--- config.mk ---
export PLATFORM = sky130hd
export DESIGN_NAME = tcpu_core
export DESIGN_NICKNAME = d
export VERILOG_FILES = /design/src/rtl/tcpu_pkg.sv /design/src/rtl/tcpu_regfile.sv /design/src/rtl/tcpu_alu.sv /design/src/rtl/tcpu_core.sv
export SDC_FILE = /design/constraint.sdc
export NUM_CORES = 1
export LEC_CHECK = 0
export BUFFER_PORTS_ARGS = -buffer_cell sky130_fd_sc_hd__buf_2
export CORE_MARGIN = 10
export CORE_UTILIZATION = 40
export CTS_CLUSTER_DIAMETER = 30
export DETAILED_ROUTE_END_ITERATION = 10
export HOLD_SLACK_MARGIN = 0.15
export PLACE_DENSITY = 0.64
export SLEW_MARGIN = 5
export SYNTH_ARGS = -nofsm -noshare
export SYNTH_HDL_FRONTEND = slang
export SYNTH_SLANG_ARGS = --single-unit
--- constraint.sdc ---
create_clock -name clk -period 3.78 [get_ports clk]
set_input_delay 0 -clock clk [delete_from_list [all_inputs] [get_ports clk]]
set_output_delay 0 -clock clk [all_outputs]
set_load 0.1 [all_outputs]
--- src/rtl/tcpu_pkg.sv ---
package tcpu_pkg;

  typedef enum logic [3:0] {
    OP_LOAD  = 4'd0,
    OP_STORE = 4'd1,
    OP_EMIT  = 4'd2,
    OP_CALL  = 4'd3,
    OP_ADD   = 4'd4,
    OP_RET   = 4'd5,
    OP_JZ    = 4'd6,
    OP_JMP   = 4'd7,
    OP_HALT  = 4'd8
  } op_e;

  localparam int unsigned OPC_W = 4;

  typedef enum logic [3:0] {
    ST_F0,
    ST_F1,
    ST_F2,
    ST_DEC,
    ST_RD0,
    ST_RD1,
    ST_RD2,
    ST_WR0,
    ST_WR1,
    ST_STOP
  } state_e;

endpackage

--- src/rtl/tcpu_regfile.sv ---
module tcpu_regfile #(
  parameter int unsigned NUM_REGS = 4,
  parameter int unsigned WORD_W   = 16,
  localparam int unsigned IDX_W   = (NUM_REGS > 1) ? $clog2(NUM_REGS) : 1
) (
  input  logic              clk,
  input  logic              rst,
  input  logic              we,
  input  logic [IDX_W-1:0]  idx,
  input  logic [WORD_W-1:0] wdata,
  output logic [WORD_W-1:0] rdata
);

  logic [WORD_W-1:0] regs_q [NUM_REGS];

  for (genvar g = 0; g < NUM_REGS; g++) begin : g_reg
    always_ff @(posedge clk) begin
      if (rst) begin
        regs_q[g] <= '0;
      end else if (we && (idx == IDX_W'(g))) begin
        regs_q[g] <= wdata;
      end
    end
  end

  assign rdata = regs_q[idx];

endmodule

--- src/rtl/tcpu_alu.sv ---
module tcpu_alu
  import tcpu_pkg::*;
#(
  parameter int unsigned WORD_W = 16
) (
  input  op_e               op,
  input  logic [WORD_W-1:0] reg_val,
  input  logic [WORD_W-1:0] mem_word,
  output logic [WORD_W-1:0] result,
  output logic              res_zero,
  output logic              res_neg,
  output logic              reg_we
);

  always_comb begin
    result = reg_val;
    reg_we = 1'b0;
    unique case (op)
      OP_LOAD: begin
        result = mem_word;
        reg_we = 1'b1;
      end
      OP_ADD: begin
        result = reg_val + mem_word;
        reg_we = 1'b1;
      end
      default: begin
        result = reg_val;
        reg_we = 1'b0;
      end
    endcase
  end

  assign res_zero = (result == '0);
  assign res_neg  = result[WORD_W-1];

endmodule

--- src/rtl/tcpu_core.sv ---
module tcpu_core
  import tcpu_pkg::*;
#(
  parameter int unsigned BYTE_W     = 8,
  parameter int unsigned NUM_REGS   = 4,
  parameter int unsigned START_ADDR = 16,
  localparam int unsigned WORD_W    = 2 * BYTE_W,
  localparam int unsigned ADDR_W    = WORD_W
) (
  input  logic              clk,
  input  logic              rst,
  output logic [ADDR_W-1:0] mem_addr,
  output logic              mem_rd,
  output logic              mem_wr,
  output logic [BYTE_W-1:0] mem_wdata,
  input  logic [BYTE_W-1:0] mem_rdata,
  output logic [WORD_W-1:0] out_data,
  output logic              out_valid,
  output logic              flag_zero,
  output logic              flag_neg,
  output logic              halted,
  output logic              error
);

  localparam int unsigned IDX_W     = (NUM_REGS > 1) ? $clog2(NUM_REGS) : 1;
  localparam int unsigned INSTR_LEN = 3;

  state_e            state_q;
  logic [ADDR_W-1:0] pc_q;
  logic [ADDR_W-1:0] ret_q;
  logic [BYTE_W-1:0] ir_q;
  logic [BYTE_W-1:0] ahi_q;
  logic [ADDR_W-1:0] ea_q;
  logic [BYTE_W-1:0] dhi_q;
  logic              zf_q;
  logic              nf_q;
  logic [WORD_W-1:0] out_data_q;
  logic              out_valid_q;
  logic              halted_q;
  logic              error_q;

  op_e               op;
  logic [IDX_W-1:0]  idx;
  logic [ADDR_W-1:0] operand;
  logic [WORD_W-1:0] rd_word;
  logic [ADDR_W-1:0] pc_step;
  logic [WORD_W-1:0] rf_rdata;
  logic [WORD_W-1:0] alu_result;
  logic              alu_zero;
  logic              alu_neg;
  logic              alu_we;
  logic              rf_we;
  logic              unused_ir;

  assign op      = op_e'(ir_q[BYTE_W-1 -: OPC_W]);
  assign idx     = ir_q[IDX_W-1:0];
  assign operand = {ahi_q, mem_rdata};
  assign rd_word = {dhi_q, mem_rdata};
  assign pc_step = pc_q + ADDR_W'(INSTR_LEN);

  // bits between the index field and the opcode field carry no meaning
  assign unused_ir = ^ir_q;

  assign rf_we = (state_q == ST_RD2) && alu_we;

  tcpu_regfile #(
    .NUM_REGS (NUM_REGS),
    .WORD_W   (WORD_W)
  ) u_regs (
    .clk   (clk),
    .rst   (rst),
    .we    (rf_we),
    .idx   (idx),
    .wdata (alu_result),
    .rdata (rf_rdata)
  );

  tcpu_alu #(
    .WORD_W (WORD_W)
  ) u_alu (
    .op       (op),
    .reg_val  (rf_rdata),
    .mem_word (rd_word),
    .result   (alu_result),
    .res_zero (alu_zero),
    .res_neg  (alu_neg),
    .reg_we   (alu_we)
  );

  // memory request decode from the registered state
  always_comb begin
    mem_addr  = pc_q;
    mem_rd    = 1'b0;
    mem_wr    = 1'b0;
    mem_wdata = '0;
    unique case (state_q)
      ST_F0: begin
        mem_addr = pc_q;
        mem_rd   = 1'b1;
      end
      ST_F1: begin
        mem_addr = pc_q + ADDR_W'(1);
        mem_rd   = 1'b1;
      end
      ST_F2: begin
        mem_addr = pc_q + ADDR_W'(2);
        mem_rd   = 1'b1;
      end
      ST_RD0: begin
        mem_addr = ea_q;
        mem_rd   = 1'b1;
      end
      ST_RD1: begin
        mem_addr = ea_q + ADDR_W'(1);
        mem_rd   = 1'b1;
      end
      ST_WR0: begin
        mem_addr  = ea_q;
        mem_wr    = 1'b1;
        mem_wdata = rf_rdata[WORD_W-1 -: BYTE_W];
      end
      ST_WR1: begin
        mem_addr  = ea_q + ADDR_W'(1);
        mem_wr    = 1'b1;
        mem_wdata = rf_rdata[BYTE_W-1:0];
      end
      default: begin
        mem_addr = pc_q;
      end
    endcase
  end

  // sequencer
  always_ff @(posedge clk) begin
    if (rst) begin
      state_q     <= ST_F0;
      pc_q        <= ADDR_W'(START_ADDR);
      ret_q       <= '0;
      ir_q        <= '0;
      ahi_q       <= '0;
      ea_q        <= '0;
      dhi_q       <= '0;
      zf_q        <= 1'b0;
      nf_q        <= 1'b0;
      out_data_q  <= '0;
      out_valid_q <= 1'b0;
      halted_q    <= 1'b0;
      error_q     <= 1'b0;
    end else begin
      out_valid_q <= 1'b0;
      unique case (state_q)
        ST_F0: state_q <= ST_F1;
        ST_F1: begin
          ir_q    <= mem_rdata;
          state_q <= ST_F2;
        end
        ST_F2: begin
          ahi_q   <= mem_rdata;
          state_q <= ST_DEC;
        end
        ST_DEC: begin
          ea_q <= operand;
          unique case (op)
            OP_LOAD, OP_ADD, OP_EMIT: state_q <= ST_RD0;
            OP_STORE: state_q <= ST_WR0;
            OP_CALL: begin
              ret_q   <= pc_step;
              pc_q    <= operand;
              state_q <= ST_F0;
            end
            OP_RET: begin
              pc_q    <= ret_q;
              state_q <= ST_F0;
            end
            OP_JZ: begin
              pc_q    <= zf_q ? operand : pc_step;
              state_q <= ST_F0;
            end
            OP_JMP: begin
              pc_q    <= operand;
              state_q <= ST_F0;
            end
            OP_HALT: begin
              halted_q <= 1'b1;
              state_q  <= ST_STOP;
            end
            default: begin
              halted_q <= 1'b1;
              error_q  <= 1'b1;
              state_q  <= ST_STOP;
            end
          endcase
        end
        ST_RD0: state_q <= ST_RD1;
        ST_RD1: begin
          dhi_q   <= mem_rdata;
          state_q <= ST_RD2;
        end
        ST_RD2: begin
          if (op == OP_EMIT) begin
            out_data_q  <= rd_word;
            out_valid_q <= 1'b1;
          end else begin
            zf_q <= alu_zero;
            nf_q <= alu_neg;
          end
          pc_q    <= pc_step;
          state_q <= ST_F0;
        end
        ST_WR0: state_q <= ST_WR1;
        ST_WR1: begin
          zf_q    <= alu_zero;
          nf_q    <= alu_neg;
          pc_q    <= pc_step;
          state_q <= ST_F0;
        end
        ST_STOP: state_q <= ST_STOP;
        default: state_q <= ST_STOP;
      endcase
    end
  end

  assign out_data  = out_data_q;
  assign out_valid = out_valid_q;
  assign flag_zero = zf_q;
  assign flag_neg  = nf_q;
  assign halted    = halted_q;
  assign error     = error_q;

endmodule

Word-level counts from Yosys, hierarchy flattened
Memories as Yosys holds them, arrays and structs flattened. A register that Yosys moved wholly into a read port is not among the register bits.
Cells that the tools add are included.
- add/subtract/negate cells: 5
- equality and inequality tests: 21
- multiplexer cells: 36
- bitwise gates (word level): 7
- reductions and logical operators: 29
- operators with widths (operator ; number):
    16-bit two-way mux ; 5
    16-bit one-hot mux with 2 select lines ; 2
    16-bit one-hot mux with 4 select lines ; 1
    16-bit one-hot mux with 3 select lines ; 1
    16-bit by 1-bit adder with 16-bit output, second input constant ; 2
    16-bit by 2-bit adder with 16-bit output, second input constant ; 2
    4-bit by 3-bit == test with 1-bit output, second input constant ; 8
    4-bit one-hot mux with 8 select lines ; 1
    1-bit two-way mux ; 20
    16-bit adder ; 1
    4-bit by 2-bit == test with 1-bit output, second input constant ; 4
    16-bit zero test ; 1
    8-bit one-hot mux with 2 select lines ; 1
    2-bit OR reduction ; 7
    4-bit one-hot mux with 3 select lines ; 1
    2-bit AND reduction ; 6
    9-bit OR reduction ; 1
    4-bit by 1-bit == test with 1-bit output, second input constant ; 2
    4-bit == test, second input constant ; 2
    4-bit zero test ; 2
    8-bit OR reduction ; 1
    1-bit logical AND ; 5
    5-bit OR reduction ; 1
    2-bit == test, second input constant ; 2
    other kinds (11) ; 19
- register bits: 97
- memory bits (writable): 64
- input bits: 10
- word-level logic and storage cells: 112
- memories: 1
- memory list (name ; words ; width ; rd ports ; clocked after Yosys merged registers in ; write ports ; RTL line ; RTL):
    u_regs.regs_q ; 4 ; 16 ; 1 ; 1 ; 4 ; tcpu_regfile.sv:14 ; logic [WORD_W-1:0] regs_q [NUM_REGS];

Longest topological paths before layout
Gate-level depths: netlist of the first run.
- depth in word-level cells: 9
- mapped depth: 15
- gate-level depth less buffers: 13

By module
Synthesis of the first run repeated with hierarchy kept, for this count alone.
- cell total of the unflattened synthesis: 1095
- area, all modules: 9641.7 um^2
- by module, submodules not included (module ; times used ; cells each ; area each (um^2) ; sequential area each (um^2)):
    tcpu_core ; 1 ; 740 ; 5657.9 ; 1901.8
    tcpu_regfile ; 1 ; 184 ; 2834.0 ; 1921.8
    tcpu_alu ; 1 ; 171 ; 1149.9 ; 0.0

Worst setup path after synthesis of the first run
Ideal clock, no wire load.
- kind: register to output
- start point: register state_q[3]
- end point: output mem_addr[10]
- arrival time: 4.395 ns
- required time: 3.780 ns
- slack: -0.615 ns
- stages on the path, launching flop included: 12
- path buffers: 2
- cell sequence: dfxtp_1 or3b_2 a21oi_1 buf_2 clkbuf_1 nand2_1 o21ai_0 ha_1 nand4_1 nor2_1 xor2_1 o21ai_0
- longest elaborated chain between the ends: 3
- RTL lines (item ; RTL line ; RTL):
    start, declared ; tcpu_core.sv:28 ; state_e state_q;
    start signal, assigned ; tcpu_core.sv:136 ; state_q <= ST_F0;
    start signal, assigned ; tcpu_core.sv:152 ; ST_F0: state_q <= ST_F1;
    start signal, assigned ; tcpu_core.sv:155 ; state_q <= ST_F2;
    4-bit == test or 4-bit by 3-bit == test with 1-bit output (tied branches) ; tcpu_core.sv:96 ; unique case (state_q)
    2-bit OR reduction (no line) ; -- ;
    16-bit one-hot mux with 4 select lines * ; tcpu_core.sv:96 ;
    end, declared ; tcpu_core.sv:12 ; output logic [ADDR_W-1:0] mem_addr,
Mark *: on every way between the ends. The rest lies on a longest branch, timed or not.

==> out/results.tsv, run 1 <==
stage	metric	value	unit
logic_synthesis	mux contribution to synthesized area	7.79	%
logic_synthesis	main combinational cell family by area after synthesis	simple AND/OR/NAND/NOR gates	
clocking	clock slew at reported path FFs	0.08	ns
drt	count of TritonRoute iterations in the first routing pass	8	
sta	slew at the pin closest to its max-slew limit	1.00	ns
drt	# DRC	0	
drt	First DRT Iteration DRCs	814	
critical_path	crit path launch type	register	
sta	Achievable Freq	0.275	GHz
finish	final net count	1144	
power_and_ir_drop	part of the total power dissipated in the clock network	40.8	%
global_route	global-route wire length before repair	43.5	mm
floorplan	initial cell density of the core	40.5	%
floorplan	IO Pins	57	
logic_synthesis	register bit count reported by yosys	161	
logic_synthesis	Synth Cell Area	0.00914	mm^2
finish	Util after Layout	47.5	%
drt	vias post-DR	8218	
sta	Slew Viols, Final	0	
clocking	H-tree Lvls	4	
place	buffers added on ports	56	
clocking	Clock Tree Root	sky130_fd_sc_hd__clkbuf_16	
finish	number of diodes	0	
logic_synthesis	compound-cell area share of the yosys netlist	18.8	%
power_and_ir_drop	total design power	4.35	mW
drt	post-detailed-routing wire length	27.6	mm
floorplan	Die X-Extent	171	um
logic_synthesis	number of synthesized flops with an enable pin	64	
sta	final number of hold-violating endpoints	0	
run_status	status	completed	
critical_path	CP Max Fanout	13	
logic_synthesis	area share of and/or/nand/nor cells after synthesis	20.3	%
floorplan	row count	55	
finish	area delta synth->final	17.4	%
power_and_ir_drop	switching power summed over all nets	1.36	mW
logic_synthesis	cell types occupying the most area after synthesis	sky130_fd_sc_hd__dfxtp_1 (21%), sky130_fd_sc_hd__edfxtp_1 (21%), sky130_fd_sc_hd__nor2_1 (7.3%)	
sta	Min Clock Period, post-route	3.64	ns
global_route	number of antenna violations at the first check in global routing	0	
power_and_ir_drop	part of the total power dissipated in combinational logic	16.0	%
clocking	clk_lat worst skew	0.43	ns
clocking	clock tree buffer depth	2	
power_and_ir_drop	Power Internal	2.99	mW
drt	routed wire length per instance	19.5	um
logic_synthesis	top post-synthesis cells by count	sky130_fd_sc_hd__nor2_1 (177), sky130_fd_sc_hd__nand2_1 (135), sky130_fd_sc_hd__dfxtp_1 (97)	
logic_synthesis	post-synthesis adder-cell area fraction	2.93	%
floorplan	area of the core	0.0226	mm^2
critical_path	data required time of the critical path	4.17	ns
logic_synthesis	most common flop cell mapped by yosys	sky130_fd_sc_hd__dfxtp_1	
run	count of maximum capacitance violations	0	
logic_synthesis	Avg Synthesized Cell Area	8.69	um^2
clocking	number of buffers created by CTS	17	
sta	worst clock skew	0.0165	ns
hold_path	Hold/Removal Path Class	primary input to register	
floorplan	Die Area	0.0293	mm^2
power_and_ir_drop	largest vdd supply drop	253	uV
clocking	number of sinks driven by the clock tree	161	
power_and_ir_drop	static leakage	3.98	nW
drt	routed via count divided by cell count	5.82	
logic_synthesis	count of distinct cell types in the synthesized netlist	70	
logic_synthesis	XOR/XNOR share of the synthesized area	3.45	%
logic_synthesis	sequential cell area fraction in the yosys report	42.3	%
power_and_ir_drop	power per unit of standard cell area	406	mW/mm^2
sta	period utilization	96.2	%
sta	final setup vio count	0	
logic_synthesis	Async SR Flop Fraction	0	%
drt	residual antenna-violating net count after detailed routing	0	
place	half-perimeter wire length after placement	19.2	mm
global_route	vias in the first global route	7770	
finish	Layout fillers	2113	
finish	area taken by flip-flops and latches	0.00386	mm^2
critical_path	Worst Path Arrival	4.02	ns
logic_synthesis	Yosys warnings	0	
finish	fraction of final layout cells sized beyond drive strength 1	17.3	%
power_and_ir_drop	Sw Ratio	31.3	%
critical_path	CP Capture Type	register	
logic_synthesis	net count after synthesis	1081	
clocking	clock tree from TritonCTS	built	
floorplan	die height	171	um
sta	max_slew headroom	33.1	%
critical_path	critical path's largest stage delay	0.55	ns
logic_synthesis	Yosys top cell area share	21.3	%
place	final weighted congestion of routability-driven global placement	0.901	
critical_path	cell breakdown of the critical path	buf_12 > mux4_2 > ha_2 > o21a_1 > o31a_1 > o22ai_2 > xnor2_1 > a222oi_1 > nand2_1 > or4_1 > or4_1 > nand2_1	
logic_synthesis	cell accounting for the most synthesized area	sky130_fd_sc_hd__dfxtp_1	
global_route	global route total overflow	0	
power_and_ir_drop	fraction of power consumed by sequential logic	43.3	%
finish	area of the multi-input gates	0.00494	mm^2
logic_synthesis	most frequently used cell type in the post-synthesis netlist	sky130_fd_sc_hd__nor2_1	
global_route	total track usage	18.7	%
global_route	pin count of the biggest net entering global routing	95	
logic_synthesis	post-synthesis instance total	1051	
critical_path	category of the most critical setup path	register to register	
critical_path	Critical Path Slowest Stage Cell	sky130_fd_sc_hd__mux4_2	
==> routing by layer <==
metal	global-route usage [%]	share of wire, %	vias to the layer above
met5	0	0	-
met4	5.41	1.5	0
met3	3.20	7.0	26
met2	28.9	45	317
met1	26.2	47	3944
li1	-	-	3931
==> area by class of cell <==
type	count	share of cell area (%)
Multi-Input combinational cell	792	46.0
Inverter	19	0.665
Tap cell	285	3.32
Clock buffer	17	3.97
Timing Repair Buffer	123	8.35
Sequential cell	161	36.0
Clock inverter	15	1.64
==> worst paths after layout <==
kind | start | endpoint | slack, ns | cells after the start
setup / recovery | register | flag_zero | 0.14 | 12
hold / removal | rst | flag_neg | 0.36 | 3
setup reg to reg | register | flag_zero | 0.14 | 12
hold reg to reg | halted | halted | 0.48 | 2
==> placed cells by master, fill, tap and decap left out, drive strengths merged, types with 18 or more instances in the layout <==
master  count
a21oi      77
a22oi      31
buf       114
dfxtp      97
edfxtp     64
ha         19
inv        28
mux2i      34
nand2     135
nand3      28
nor2      178
nor3       18
o21ai      53
xnor2      24
==> critical path: cells and delay by family, from the launching register on <==
kind,cells,cell delay (ns)
buffers and inverters,1,0.17
multiplexers,1,0.55
adder cells (fa/ha/maj),1,0.40
flip-flops,1,0.37
XOR/XNOR,1,0.13
AND/OR/NAND/NOR,4,1.12
AO/OA/AOI/OAI,4,0.84
==> timing repair <==
item | 4_1_cts | 5_1_grt
hold buffers | 9 | 0
setup buffers | 0 | 2
endpoints found under the hold margin | 42 | 0
gates resized for setup | 0 | 4
endpoints found under the setup margin | 0 | 2
==> logic make-up after synthesis <==
family | Yosys count
and+or+nand+nor | 424
AOI/OAI and AO/OA | 260
DFF | 161
buffers and inverters | 98
muxes | 51
xor gates and xnor gates | 36
adders and majority gates | 21
==> stage by stage <==
| stage | setup slack (ns) | TNS [ns] | std cells | hold slack, ns | cell area, um^2 |
|---|---|---|---|---|---|
| after floorplan | 0.0106 | 0 | 1051 | 0.136 | 9160 |
| after global placement | 0.143 | 0 | 1369 | 0.271 | 10000 |
| after detailed placement | 0.0923 | 0 | 1369 | 0.277 | 10000 |
| after CTS | 0.0657 | 0 | 1410 | 0.363 | 10700 |
| after global routing | -0.0490 | -0.0490 | 1412 | 0.409 | 10700 |
| final | 0.143 | 0 | 1412 | 0.363 | 10700 |
==> state kept, by name, summed over array words and instances (netlist names), named ones only <==
name,flops
ir_q,6
dhi_q,8
ret_q,16
flag_zero,1
flag_neg,1
ahi_q,8
state_q,4
u_regs.regs_q,64
error,1
out_valid,1
halted,1
ea_q,16
pc_q,16
out_data,16
==> power groups by stage <==
stage	Sequential [mW]	Combinational (mW)	Clock [mW]
after global placement	1.92	0.666	0
final	1.88	0.696	1.77
after CTS	1.88	0.679	1.80
after global routing	1.89	0.749	1.87
after floorplan	1.90	0.450	0
after detailed placement	1.92	0.669	0
Note: power is estimated with default switching activity, not from simulation.
==> run 2, diff against run 1 <==
--- a/config.mk
+++ b/config.mk
@@ -10,6 +10,7 @@
 export CORE_UTILIZATION = 40
 export CTS_CLUSTER_DIAMETER = 30
 export DETAILED_ROUTE_END_ITERATION = 10
+export GPL_TIMING_DRIVEN = 0
 export HOLD_SLACK_MARGIN = 0.15
 export PLACE_DENSITY = 0.64
 export SLEW_MARGIN = 5
==> out/results.tsv, run 2 (synthesis results as in run 1) <==
stage	metric	value	unit
run_status	status	completed	
finish	area delta synth->final	20.4	%
sta	Min Clock Period, post-route	3.69	ns
floorplan	Die Area	0.0293	mm^2
sta	final total negative setup slack	0	ns
floorplan	row count	55	
critical_path	category of the most critical setup path	register to register	
floorplan	die height	171	um
power_and_ir_drop	power per unit of standard cell area	405	mW/mm^2
drt	routed via count divided by cell count	5.86	
finish	max FFs per register	64	
sta	slew at the pin closest to its max-slew limit	1.21	ns
drt	post-detailed-routing wire length	29.3	mm
power_and_ir_drop	switching power summed over all nets	1.43	mW
sta	worst clock skew	0.0166	ns
power_and_ir_drop	Power Internal	3.03	mW
global_route	global-route wire length before repair	45.8	mm
critical_path	data required time of the critical path	4.16	ns
power_and_ir_drop	fraction of power consumed by sequential logic	42.0	%
drt	routed wire length per instance	20.1	um
drt	count of TritonRoute iterations in the first routing pass	5	
power_and_ir_drop	Sw Ratio	32.1	%
sta	final number of hold-violating endpoints	0	
power_and_ir_drop	part of the total power dissipated in combinational logic	16.9	%
sta	period utilization	97.6	%
global_route	number of antenna violations at the first check in global routing	1	
critical_path	crit path launch type	register	
finish	final instance area	0.0110	mm^2
place	final weighted congestion of routability-driven global placement	0.927	
clocking	H-tree Lvls	4	
critical_path	CP Max Fanout	6	
floorplan	initial cell density of the core	40.5	%
place	Post-Place Worst Slack	-0.756	ns
drt	vias post-DR	8553	
sta	final setup vio count	0	
finish	area of the multi-input gates	0.00511	mm^2
sta	Slew Viols, Final	0	
sta	post-route worst setup slack	0.0918	ns
power_and_ir_drop	largest vdd supply drop	279	uV
finish	Layout fillers	2161	
hold_path	Hold/Removal Path Class	register to register	
floorplan	Die X-Extent	171	um
sta	max_slew headroom	18.8	%
drt	# DRC	0	
clocking	clk_lat worst skew	0.44	ns
finish	fraction of final layout cells sized beyond drive strength 1	16.9	%
hold_path	Min-Delay Path Depth	2	
drt	First DRT Iteration DRCs	1120	
sta	Achievable Freq	0.271	GHz
place	buffers added on ports	56	
finish	final net count	1189	
clocking	clock tree buffer depth	2	
global_route	total track usage	20.0	%
floorplan	area of the core	0.0226	mm^2
power_and_ir_drop	static leakage	3.99	nW
place	half-perimeter wire length after placement	21.0	mm
clocking	clock tree from TritonCTS	built	
global_route	global route total overflow	0	
clocking	number of buffers created by CTS	17	
floorplan	IO Pins	57	
clocking	number of sinks driven by the clock tree	161	
power_and_ir_drop	part of the total power dissipated in the clock network	41.1	%
global_route	pin count of the biggest net entering global routing	22	
global_route	vias in the first global route	8065	
sta	RSZ-0062 raised after global routing	yes	
clocking	clock slew at reported path FFs	0.07	ns
finish	commonest cells after routing, fill and taps aside	sky130_fd_sc_hd__nor2_1 (176), sky130_fd_sc_hd__nand2_1 (134), sky130_fd_sc_hd__dfxtp_1 (94)	
finish	area taken by flip-flops and latches	0.00387	mm^2
critical_path	FF-to-FF path depth	13	
finish	most frequent standard cell in the layout excluding fill and tap cells	sky130_fd_sc_hd__nor2_1	
run	count of maximum capacitance violations	0	
place	cell area reported after detailed placement	0.00983	mm^2
drt	residual antenna-violating net count after detailed routing	0	
finish	top register by number of flip-flops	u_regs.regs_q	
critical_path	Worst Path Arrival	4.07	ns
critical_path	CP Capture Type	register	
clocking	Clock Tree Root	sky130_fd_sc_hd__clkbuf_16	
[run 2: worst paths after layout]
check	start	end	slack, ns
hold / removal	error	error	0.48
setup reg to reg	register	flag_zero	0.09
hold reg to reg	error	error	0.48
setup / recovery	register	flag_zero	0.09
[run 2: through the flow]
stage,std cells,hold WS (ns),power (mW),utilization (%)
2_1_floorplan,1051,0.136,2.35,-
3_3_place_gp,1392,0.380,2.53,43.4
3_5_place_dp,1394,0.387,2.54,43.5
4_1_cts,1446,0.477,4.40,47.7
5_1_grt,1458,0.502,4.61,48.7
6_report,1459,0.477,4.46,48.7
[run 2: per-layer routing]
layer,wire length (um),GRT usage [%],vias to the layer above
met5,0,0,-
met4,527,6.01,0
met3,2500,3.76,46
met2,13300,31.1,366
met1,13000,27.5,4121
li1,-,-,4020
[run 2: power by group through the flow]
stage	clock [mW]	sequential [mW]	combinational (mW)
2_1_floorplan	0	1.90	0.450
3_3_place_gp	0	1.91	0.623
3_5_place_dp	0	1.91	0.631
4_1_cts	1.85	1.87	0.682
5_1_grt	1.92	1.88	0.807
6_report	1.83	1.87	0.753
[run 2: layout make-up]
| type | instances | area share (%) |
|---|---|---|
| Multi-Input combinational cell | 792 | 46.4 |
| Sequential cell | 161 | 35.2 |
| Timing Repair Buffer | 92 | 5.47 |
| Clock buffer | 17 | 3.87 |
| Tap cell | 285 | 3.24 |
| Buffer | 76 | 3.14 |
| Clock inverter | 15 | 1.97 |
| Inverter | 19 | 0.648 |
| Antenna cell | 2 | 0.0455 |
[run 2: what timing repair did]
action / CTS / global route
hold buffers: 9 / 0
resized for setup: 36 / 32
pin swaps: 10 / 16
endpoints found under the setup margin: 40 / 13
endpoints found under the hold margin: 40 / 0
setup buffers: 12 / 13
[run 2: worst max-delay path: stages (launching register included)]
cell and delay, ns:
sky130_fd_sc_hd__dfxtp_4 0.37, sky130_fd_sc_hd__buf_4 0.18, sky130_fd_sc_hd__mux4_2 0.57, sky130_fd_sc_hd__ha_1 0.35
sky130_fd_sc_hd__nand3_1 0.16, sky130_fd_sc_hd__o221ai_4 0.15, sky130_fd_sc_hd__buf_4 0.16, sky130_fd_sc_hd__o21ai_0 0.14
sky130_fd_sc_hd__a21oi_1 0.09, sky130_fd_sc_hd__a221oi_4 0.25, sky130_fd_sc_hd__nand2_1 0.08, sky130_fd_sc_hd__or4_4 0.49
sky130_fd_sc_hd__or4_4 0.57, sky130_fd_sc_hd__nand2_2 0.06
